**src/rtl/sat_pkg.sv**
```systemverilog
package sat_pkg;
  typedef enum logic [2:0] {
    OP_SADD   = 3'd0,
    OP_SSUB   = 3'd1,
    OP_UADD   = 3'd2,
    OP_USUB   = 3'd3,
    OP_SSAT   = 3'd4,
    OP_USAT   = 3'd5,
    OP_SSAT16 = 3'd6,
    OP_USAT16 = 3'd7
  } sat_op_e;
endpackage

```
**src/rtl/sat_addsub.sv**
```systemverilog
module sat_addsub #(
  parameter int W = 32
) (
  input  logic [W-1:0] a_i,
  input  logic [W-1:0] b_i,
  input  logic         sub_i,
  input  logic         signed_i,
  output logic [W-1:0] res_o,
  output logic         sat_o
);
  localparam logic [W-1:0] SMAX = {1'b0, {(W-1){1'b1}}};
  localparam logic [W-1:0] SMIN = {1'b1, {(W-1){1'b0}}};

  logic [W:0]   raw;
  logic [W-1:0] wrap;
  logic         s_ovf;
  logic         u_ovf;

  always_comb begin
    raw   = sub_i ? ({1'b0, a_i} - {1'b0, b_i}) : ({1'b0, a_i} + {1'b0, b_i});
    wrap  = raw[W-1:0];
    // same-sign add or opposite-sign subtract flipping the first operand's sign
    s_ovf = ((a_i[W-1] ^ b_i[W-1]) == sub_i) && (wrap[W-1] != a_i[W-1]);
    u_ovf = raw[W];
    if (signed_i) begin
      sat_o = s_ovf;
      res_o = s_ovf ? (a_i[W-1] ? SMIN : SMAX) : wrap;
    end else begin
      sat_o = u_ovf;
      res_o = u_ovf ? (sub_i ? '0 : '1) : wrap;
    end
  end
endmodule

```
**src/rtl/sat_clamp.sv**
```systemverilog
module sat_clamp #(
  parameter int W  = 32,
  parameter int PW = $clog2(W)
) (
  input  logic [W-1:0]  val_i,
  input  logic [PW-1:0] pos_i,
  input  logic          signed_i,
  output logic [W-1:0]  res_o,
  output logic          sat_o
);
  logic [W-1:0] mask;
  logic [W-1:0] top;
  logic         neg;
  logic         above;
  logic         below;

  always_comb begin
    mask = (W'(1) << pos_i) - W'(1);
    top  = W'($signed(val_i) >>> pos_i);
    neg  = val_i[W-1];
    if (signed_i) begin
      above = !neg && (|top);
      below = neg && !(&top);
    end else begin
      above = !neg && (|(val_i & ~mask));
      below = neg;
    end
    sat_o = above | below;
    if (above)      res_o = mask;
    else if (below) res_o = signed_i ? ~mask : '0;
    else            res_o = val_i;
  end
endmodule

```
**src/rtl/sat_unit.sv**
```systemverilog
module sat_unit
  import sat_pkg::*;
#(
  parameter int DATA_W = 32,
  parameter int POS_W  = $clog2(DATA_W)
) (
  input  logic              clk_i,
  input  logic              rst_ni,
  input  logic              valid_i,
  input  logic [2:0]        op_i,
  input  logic [DATA_W-1:0] a_i,
  input  logic [DATA_W-1:0] b_i,
  input  logic [POS_W-1:0]  pos_i,
  input  logic              clr_i,
  output logic [DATA_W-1:0] result_o,
  output logic              sat_o
);
  localparam int HALF_W = DATA_W / 2;
  localparam int LANES  = 3;

  sat_op_e           op;
  logic [DATA_W-1:0] as_res;
  logic              as_sat;
  logic [DATA_W-1:0] lane_in  [LANES];
  logic [DATA_W-1:0] lane_res [LANES];
  logic              lane_sat [LANES];
  logic              clamp_signed;
  logic [DATA_W-1:0] nxt_res;
  logic              nxt_sat;
  logic [DATA_W-1:0] res_q;
  logic              flag_q;

  assign op = sat_op_e'(op_i);

  sat_addsub #(.W(DATA_W)) u_addsub (
    .a_i      (a_i),
    .b_i      (b_i),
    .sub_i    (op_i[0]),
    .signed_i (!op_i[1]),
    .res_o    (as_res),
    .sat_o    (as_sat)
  );

  assign clamp_signed = (op == OP_SSAT) || (op == OP_SSAT16);

  // lane 0: full word; lanes 1..2: sign-extended halves
  assign lane_in[0] = a_i;
  assign lane_in[1] = {{HALF_W{a_i[HALF_W-1]}}, a_i[HALF_W-1:0]};
  assign lane_in[2] = {{HALF_W{a_i[DATA_W-1]}}, a_i[DATA_W-1:HALF_W]};

  for (genvar g = 0; g < LANES; g++) begin : g_lane
    sat_clamp #(.W(DATA_W), .PW(POS_W)) u_clamp (
      .val_i    (lane_in[g]),
      .pos_i    (pos_i),
      .signed_i (clamp_signed),
      .res_o    (lane_res[g]),
      .sat_o    (lane_sat[g])
    );
  end

  always_comb begin
    unique case (op)
      OP_SADD, OP_SSUB, OP_UADD, OP_USUB: begin
        nxt_res = as_res;
        nxt_sat = as_sat;
      end
      OP_SSAT, OP_USAT: begin
        nxt_res = lane_res[0];
        nxt_sat = lane_sat[0];
      end
      default: begin
        nxt_res = {lane_res[2][HALF_W-1:0], lane_res[1][HALF_W-1:0]};
        nxt_sat = lane_sat[1] | lane_sat[2];
      end
    endcase
  end

  always_ff @(posedge clk_i or negedge rst_ni) begin
    if (!rst_ni) begin
      res_q  <= '0;
      flag_q <= 1'b0;
    end else begin
      if (valid_i) res_q <= nxt_res;
      // a saturation in the same cycle outranks the clear
      flag_q <= (flag_q & ~clr_i) | (valid_i & nxt_sat);
    end
  end

  assign result_o = res_q;
  assign sat_o    = flag_q;

  AST_FLAG_STICKY: assert property (@(posedge clk_i) disable iff (!rst_ni)
    (sat_o && !clr_i) |=> sat_o);
  AST_FLAG_SET: assert property (@(posedge clk_i) disable iff (!rst_ni)
    (valid_i && nxt_sat) |=> sat_o);
  AST_FLAG_CLEAR: assert property (@(posedge clk_i) disable iff (!rst_ni)
    (clr_i && !(valid_i && nxt_sat)) |=> !sat_o);
  AST_RESULT_HOLD: assert property (@(posedge clk_i) disable iff (!rst_ni)
    !valid_i |=> $stable(result_o));
  AST_UADD_MAX: assert property (@(posedge clk_i) disable iff (!rst_ni)
    (valid_i && op_i == 3'd2 && (DATA_W'(a_i + b_i) < a_i)) |=> (&result_o));
  AST_USUB_ZERO: assert property (@(posedge clk_i) disable iff (!rst_ni)
    (valid_i && op_i == 3'd3 && (b_i > a_i)) |=> (result_o == '0));
  AST_SSAT_FULL: assert property (@(posedge clk_i) disable iff (!rst_ni)
    (valid_i && op_i == 3'd4 && (&pos_i)) |=> (result_o == $past(a_i)));
endmodule

```
**config.mk**
```make
export PLATFORM = sky130hd
export DESIGN_NAME = sat_unit
export DESIGN_NICKNAME = d
export VERILOG_FILES = /design/src/rtl/sat_pkg.sv /design/src/rtl/sat_addsub.sv /design/src/rtl/sat_clamp.sv /design/src/rtl/sat_unit.sv
export SDC_FILE = /design/constraint.sdc
export NUM_CORES = 1
export LEC_CHECK = 0
export ABC_CLOCK_PERIOD_IN_PS = 950
export BUFFER_PORTS_ARGS = -buffer_cell sky130_fd_sc_hd__buf_2
export CORE_MARGIN = 3
export CORE_UTILIZATION = 25
export DETAILED_ROUTE_END_ITERATION = 16
export GPL_TIMING_DRIVEN = 0
export PLACE_DENSITY = 0.42
export SYNTH_ARGS = -nofsm -noshare
export SYNTH_HDL_FRONTEND = slang
export SYNTH_SLANG_ARGS = --single-unit
```
**constraint.sdc**
```tcl
create_clock -name clk_i -period 0.95 [get_ports clk_i]
set_input_delay 0.095 -clock clk_i [delete_from_list [all_inputs] [get_ports clk_i]]
set_output_delay 0.095 -clock clk_i [all_outputs]
set_load 0.005 [all_outputs]
```
# Word-level counts from Yosys, hierarchy flattened
# Cells that the tools add are included.
# word_totals
input_bits	76
latchBits	0
mem_bits_rw	0
n_memories	0
output_inout_bits	33
elab_cells	80
regBits	33
mem_bits_ro	0
# op_classes
addsub	3
n_reduce_logical	28
eq_ne	8
mux	22
mul	0
bitwise_logic	13
n_shift	4
div	0
magnitude_cmp	0
# ops
operator	n
$mux W32	8
$reduce_or A32 Y1	6
$and A32 B32 Y32	3
$reduce_and A32 Y1	3
$mux W16	4
$pmux W32 S2	1
$sshr A16 B5 Y32	2
$add A32 B32 Y33	1
$mux W33	1
$sub A32 B32 Y33	1
$not A32 Y32	1
$shl A1 B5 Y32 const A	1
$sshr A32 B5 Y32	1
$sub A32 B2 Y32 const B	1
$logic_and A1 B1 Y1	10
$eq A3 B3 Y1 const B	3
$mux W1	7
$eq A3 B2 Y1 const B	2
$logic_not A1 Y1	5
$or A1 B1 Y1	5
$reduce_or A4 Y1	1
$eq A3 B1 Y1 const B	1
$logic_not A3 Y1	1
$and A1 B1 Y1	2
7 further kinds	7

# Depth between registers and ports, before layout
# logic_depth
ltp_word	12
depth_mapped	26
ltp_nobuf	23

# By module
# From an unflattened synthesis, not the netlist that was laid out.
# hier_totals
hier_cells	2143
hier_area_um2	16676.0
# modules_own_cells
mod	seq_area_each_um2	area_each_um2	instances	cells_per_inst
sat_clamp	0.0	3977.6	3	518
sat_addsub	0.0	2782.7	1	404
sat_unit	825.8	1960.6	1	185

# Least setup slack after synthesis
# Ideal clock, no wire load.
# synth_path
path_type	input port to flip-flop
from	input b_i[5]
to	register res_q[30] (netlist: result_o[30])
path_buffers	1
slack_ns	-4.124
t_arrival_ns	4.948
required_ns	0.824
stages	22
cell_sequence	nor4_1 and3b_1 nor2b_1 nand2b_1 nor4b_1 nand2b_1 nor4_1 nor2_1 xnor2_1 ha_1 clkbuf_1 a21oi_1 nor2_1 a2111oi_0 o31ai_1 or4_1 o21a_1 o31ai_4 xnor2_1 o22a_1 a21oi_1 o32a_1
# synth_via
elab_chain_len	7
# synth_rtl
item	line	rtl
start, declared	sat_unit.sv:12	input logic [DATA_W-1:0] b_i,
$add A32 B32 Y33 / $sub A32 B32 Y33 (equally long branches)	sat_addsub.sv:20	raw = sub_i ? ({1'b0, a_i} - {1'b0, b_i}) : ({1'b0, a_i} + {1'b0, b_i});
$mux W33 (*)	sat_addsub.sv:20	
$ne A1 B1 Y1	sat_addsub.sv:23	s_ovf = ((a_i[W-1] ^ b_i[W-1]) == sub_i) && (wrap[W-1] != a_i[W-1]);
$logic_and A1 B1 Y1	sat_addsub.sv:23	
$mux W32	sat_addsub.sv:27	res_o = s_ovf ? (a_i[W-1] ? SMIN : SMAX) : wrap;
$mux W32 (*)	sat_addsub.sv:25	if (signed_i) begin
$pmux W32 S2 (*)	sat_unit.sv:62	unique case (op)
end signal, assigned	sat_unit.sv:83	if (valid_i) res_q <= nxt_res;
end, declared	sat_unit.sv:30	logic [DATA_W-1:0] res_q;
# Mark *: on every way between the ends. The rest lies on a longest branch, timed or not.
# A chain may end at the register's enable or synchronous reset.

# Worst setup path after layout
# layout_path
from	input b_i[3]
to	register res_q[26] (netlist: result_o[26])
# The elaborated chain is that of the path after synthesis.

==> run metrics <==
status=finished with violations; failing checks=negative hold slack, negative setup slack; Final Hold Fails=33; Final period util=501.7%; Synth Area in Adders=4.811%; Clock Tree Root=clkbuf_16; simple-gate portion of the synthesized area=23.57%; yosys warns=0; syn avg cell area=7.406 um^2; most used flip-flop cell after synthesis=dfrtp_1; post-synthesis cell count=1,250; leak pwr=4.428 nW; most frequent cells in the layout=buf_2, a21oi_1, nor2_1; Yosys cell types=103; WP data required=1120 ps; Final Core Density=32.13%; routed wire length=51,870 um; Pins Over Slew Limit=0; syn_nets=1,361; clock-pin slew on the worst setup and hold paths=60 ps; design area=11,570 um^2; Crit path largest cell delay=350 ps; Clock Tree Buf Depth=2; antenna violations before repair=2; Hold WC Path Type=in2async; Fmax achieved=0.2098 GHz; Post-Route Setup TNS=-123,110 ps; CP endpoint kind=register; total core area=36,000 um^2; final estimated routing congestion in global placement=0.9924; placed instance area=10,440 um^2; GRT Overall Usage=25.40%; Yosys reg bits=33; Die Span Y=198.4 um; overall power=0.01196 W; unrepaired setup endpoints after global routing=true; top cells by area, synth=dfrtp_1, mux4_2, a21oi_1; WS Path Type=in2reg; CP arrival=4930 ps; Syn-to-layout area delta=24.94%; final number of setup-violating endpoints=34; HPWL after DPL=40,280 um; sequential fraction of the synthesis area=8.920%; r2r startpoint=result_o[25]; Die Span X=198.4 um; DRC viols=0; Inserted Diodes=0; Post-synth EDFFs=0; Setup Skew=0 ps; Final #Nets=1,519; Max FO, Critical Path=6; Buf+Inv Stages, Crit Path=5; maximum number of pins on one net before global-route repair=34; number of global-route vias before repair=11,134; die area=39,380 um^2; Clk Latency, worst-skew pair=280 ps; crit path from=b_i[3]; VDD IR max=0.0007005 V; # IOs=109; Worst Hold Margin=-68.39 ps; IO Port Bufs=104; # clock sinks=33; largest family of logic cells by synthesized area=compound AO/OA/AOI/OAI gates; gr ovfl total=0; CP Launch Type=input port; Top delay family on crit path=simple AND/OR/NAND/NOR gates; ys async rst share=100.0%; CP dominant cell by count=buf_6; PD cells=1034 nW/um^2; CTS tree=built; fraction of synthesized area in multiplexers=14.19%; length of the first detailed-routing pass in iterations=7; num rows=69; CP max-delay cell=a221o_1; H-tree lvl count=2; Yosys top cell area share=8.920%; most area-hungry cell type in the Yosys netlist=dfrtp_1; Synth Area in Compound Gates=35.40%; global-route wire length before repair=75,180 um; via density per instance=6.171; share of cells above drive strength 1=27.47%; wire per inst=27.74 um; via count=11,539; commonest non-fill, non-tap cell in the layout=buf_2; Num CTS Buffers=5; worst-margin pin slew=1081 ps; starting DRC count in detailed routing=1,210; Post-Synth XOR/XNOR Area=5.582%; Final ANT Viol Nets=0; post-route setup slack=-3816 ps; Final Critical Period=4766 ps; Netlist Area Pre-Place=9258 um^2; Initial Util=25.72%; MaxCap Viol Count=0; Slew Limit Headroom=27.56%
-- layout make-up --
class                           count  area (um^2)
Fill cell                        3854        24430
Multi-Input combinational cell   1071         8253
Timing Repair Buffer              155         1037
Sequential cell                    33        825.8
Buffer                            105        595.6
Tap cell                          461        576.8
Inverter                           37        138.9
Clock buffer                        6        128.9
Clock inverter                      2        10.01
-- synth_stat cells (10+ instances only) --
cell type and count:
buf_2 29, mux2_2 27, inv_1 34, nand2_1 100
xor2_1 11, and3_1 10, mux2i_1 30, a21oi_1 126
nand3_1 33, nand2b_1 25, nor4_1 14, o211ai_1 12
buf_4 10, a211oi_1 24, ha_1 34, dfrtp_1 33
xnor2_1 48, nor3_1 41, mux4_2 30, nand4_1 13
nor2_1 104, o21ai_0 60, buf_1 11, a221o_1 17
a221oi_1 26, nor2b_1 20, clkbuf_1 49, a21o_1 19
o21a_1 11, a31oi_1 21, buf_6 10
-- metrics by stage --
| stage | instances | setup WS [ps] | hold WS (ps) |
|---|---|---|---|
| after floorplan | 1250 | -3607 | -200.6 |
| after global placement | 1815 | -5387 | 256.1 |
| after detailed placement | 1815 | -5471 | 269.8 |
| after CTS | 1863 | -4014 | -35.02 |
| after global routing | 1870 | -4056 | -6.938 |
| final | 1870 | -3816 | -68.39 |
-- routing by layer --
layer  part of all wire [%]  vias up  track usage (%)
li1                       -     5160                -
met5                  0.015        -                0
met3                    7.9      116            3.371
met2                     46      641            41.75
met1                     43     5620            34.51
met4                    3.5        2            8.485
-- flip-flops by register name, summed over array words and instances, names as in the netlist --
register  cells
result_o     32
sat_o         1
-- final timing paths --
kind                                     end  slack (ps)  cells past startpoint
worst max-delay path            result_o[26]       -3820                     26
worst min-delay path            result_o[13]         -70                      1
worst max register to register  result_o[25]          70                      3
worst min register to register  result_o[22]         540                      2
max in group asynchronous       result_o[26]         440                      1
min in group clk_i                     sat_o          30                      2
-- report_power, final --
| part | internal (W) | switching (W) |
|---|---|---|
| clock | 0.000966 | 0.000698 |
| sequential | 0.00169 | 0.000235 |
| combinational | 0.00345 | 0.00492 |
| total | 0.00610 | 0.00585 |
-- what timing repair did --
item,in CTS,in global routing
resized for setup,100,33
pin swaps,47,33
cloned,3,0
setup buffers,39,11
hold endpoints to repair,33,25
setup endpoints to repair,33,38
-- kinds of logic (layout without fill, tap and decap cells) --
| group | Yosys count | after routing |
|---|---|---|
| multiplexers | 90 | 90 |
| buffers and inverters | 146 | 305 |
| adder cells (fa/ha/maj) | 35 | 35 |
| AND/OR/NAND/NOR | 425 | 425 |
| AO/OA/AOI/OAI | 462 | 462 |
| XOR/XNOR | 59 | 59 |
| flip-flops | 33 | 33 |
(Power assumes the default switching activity.)
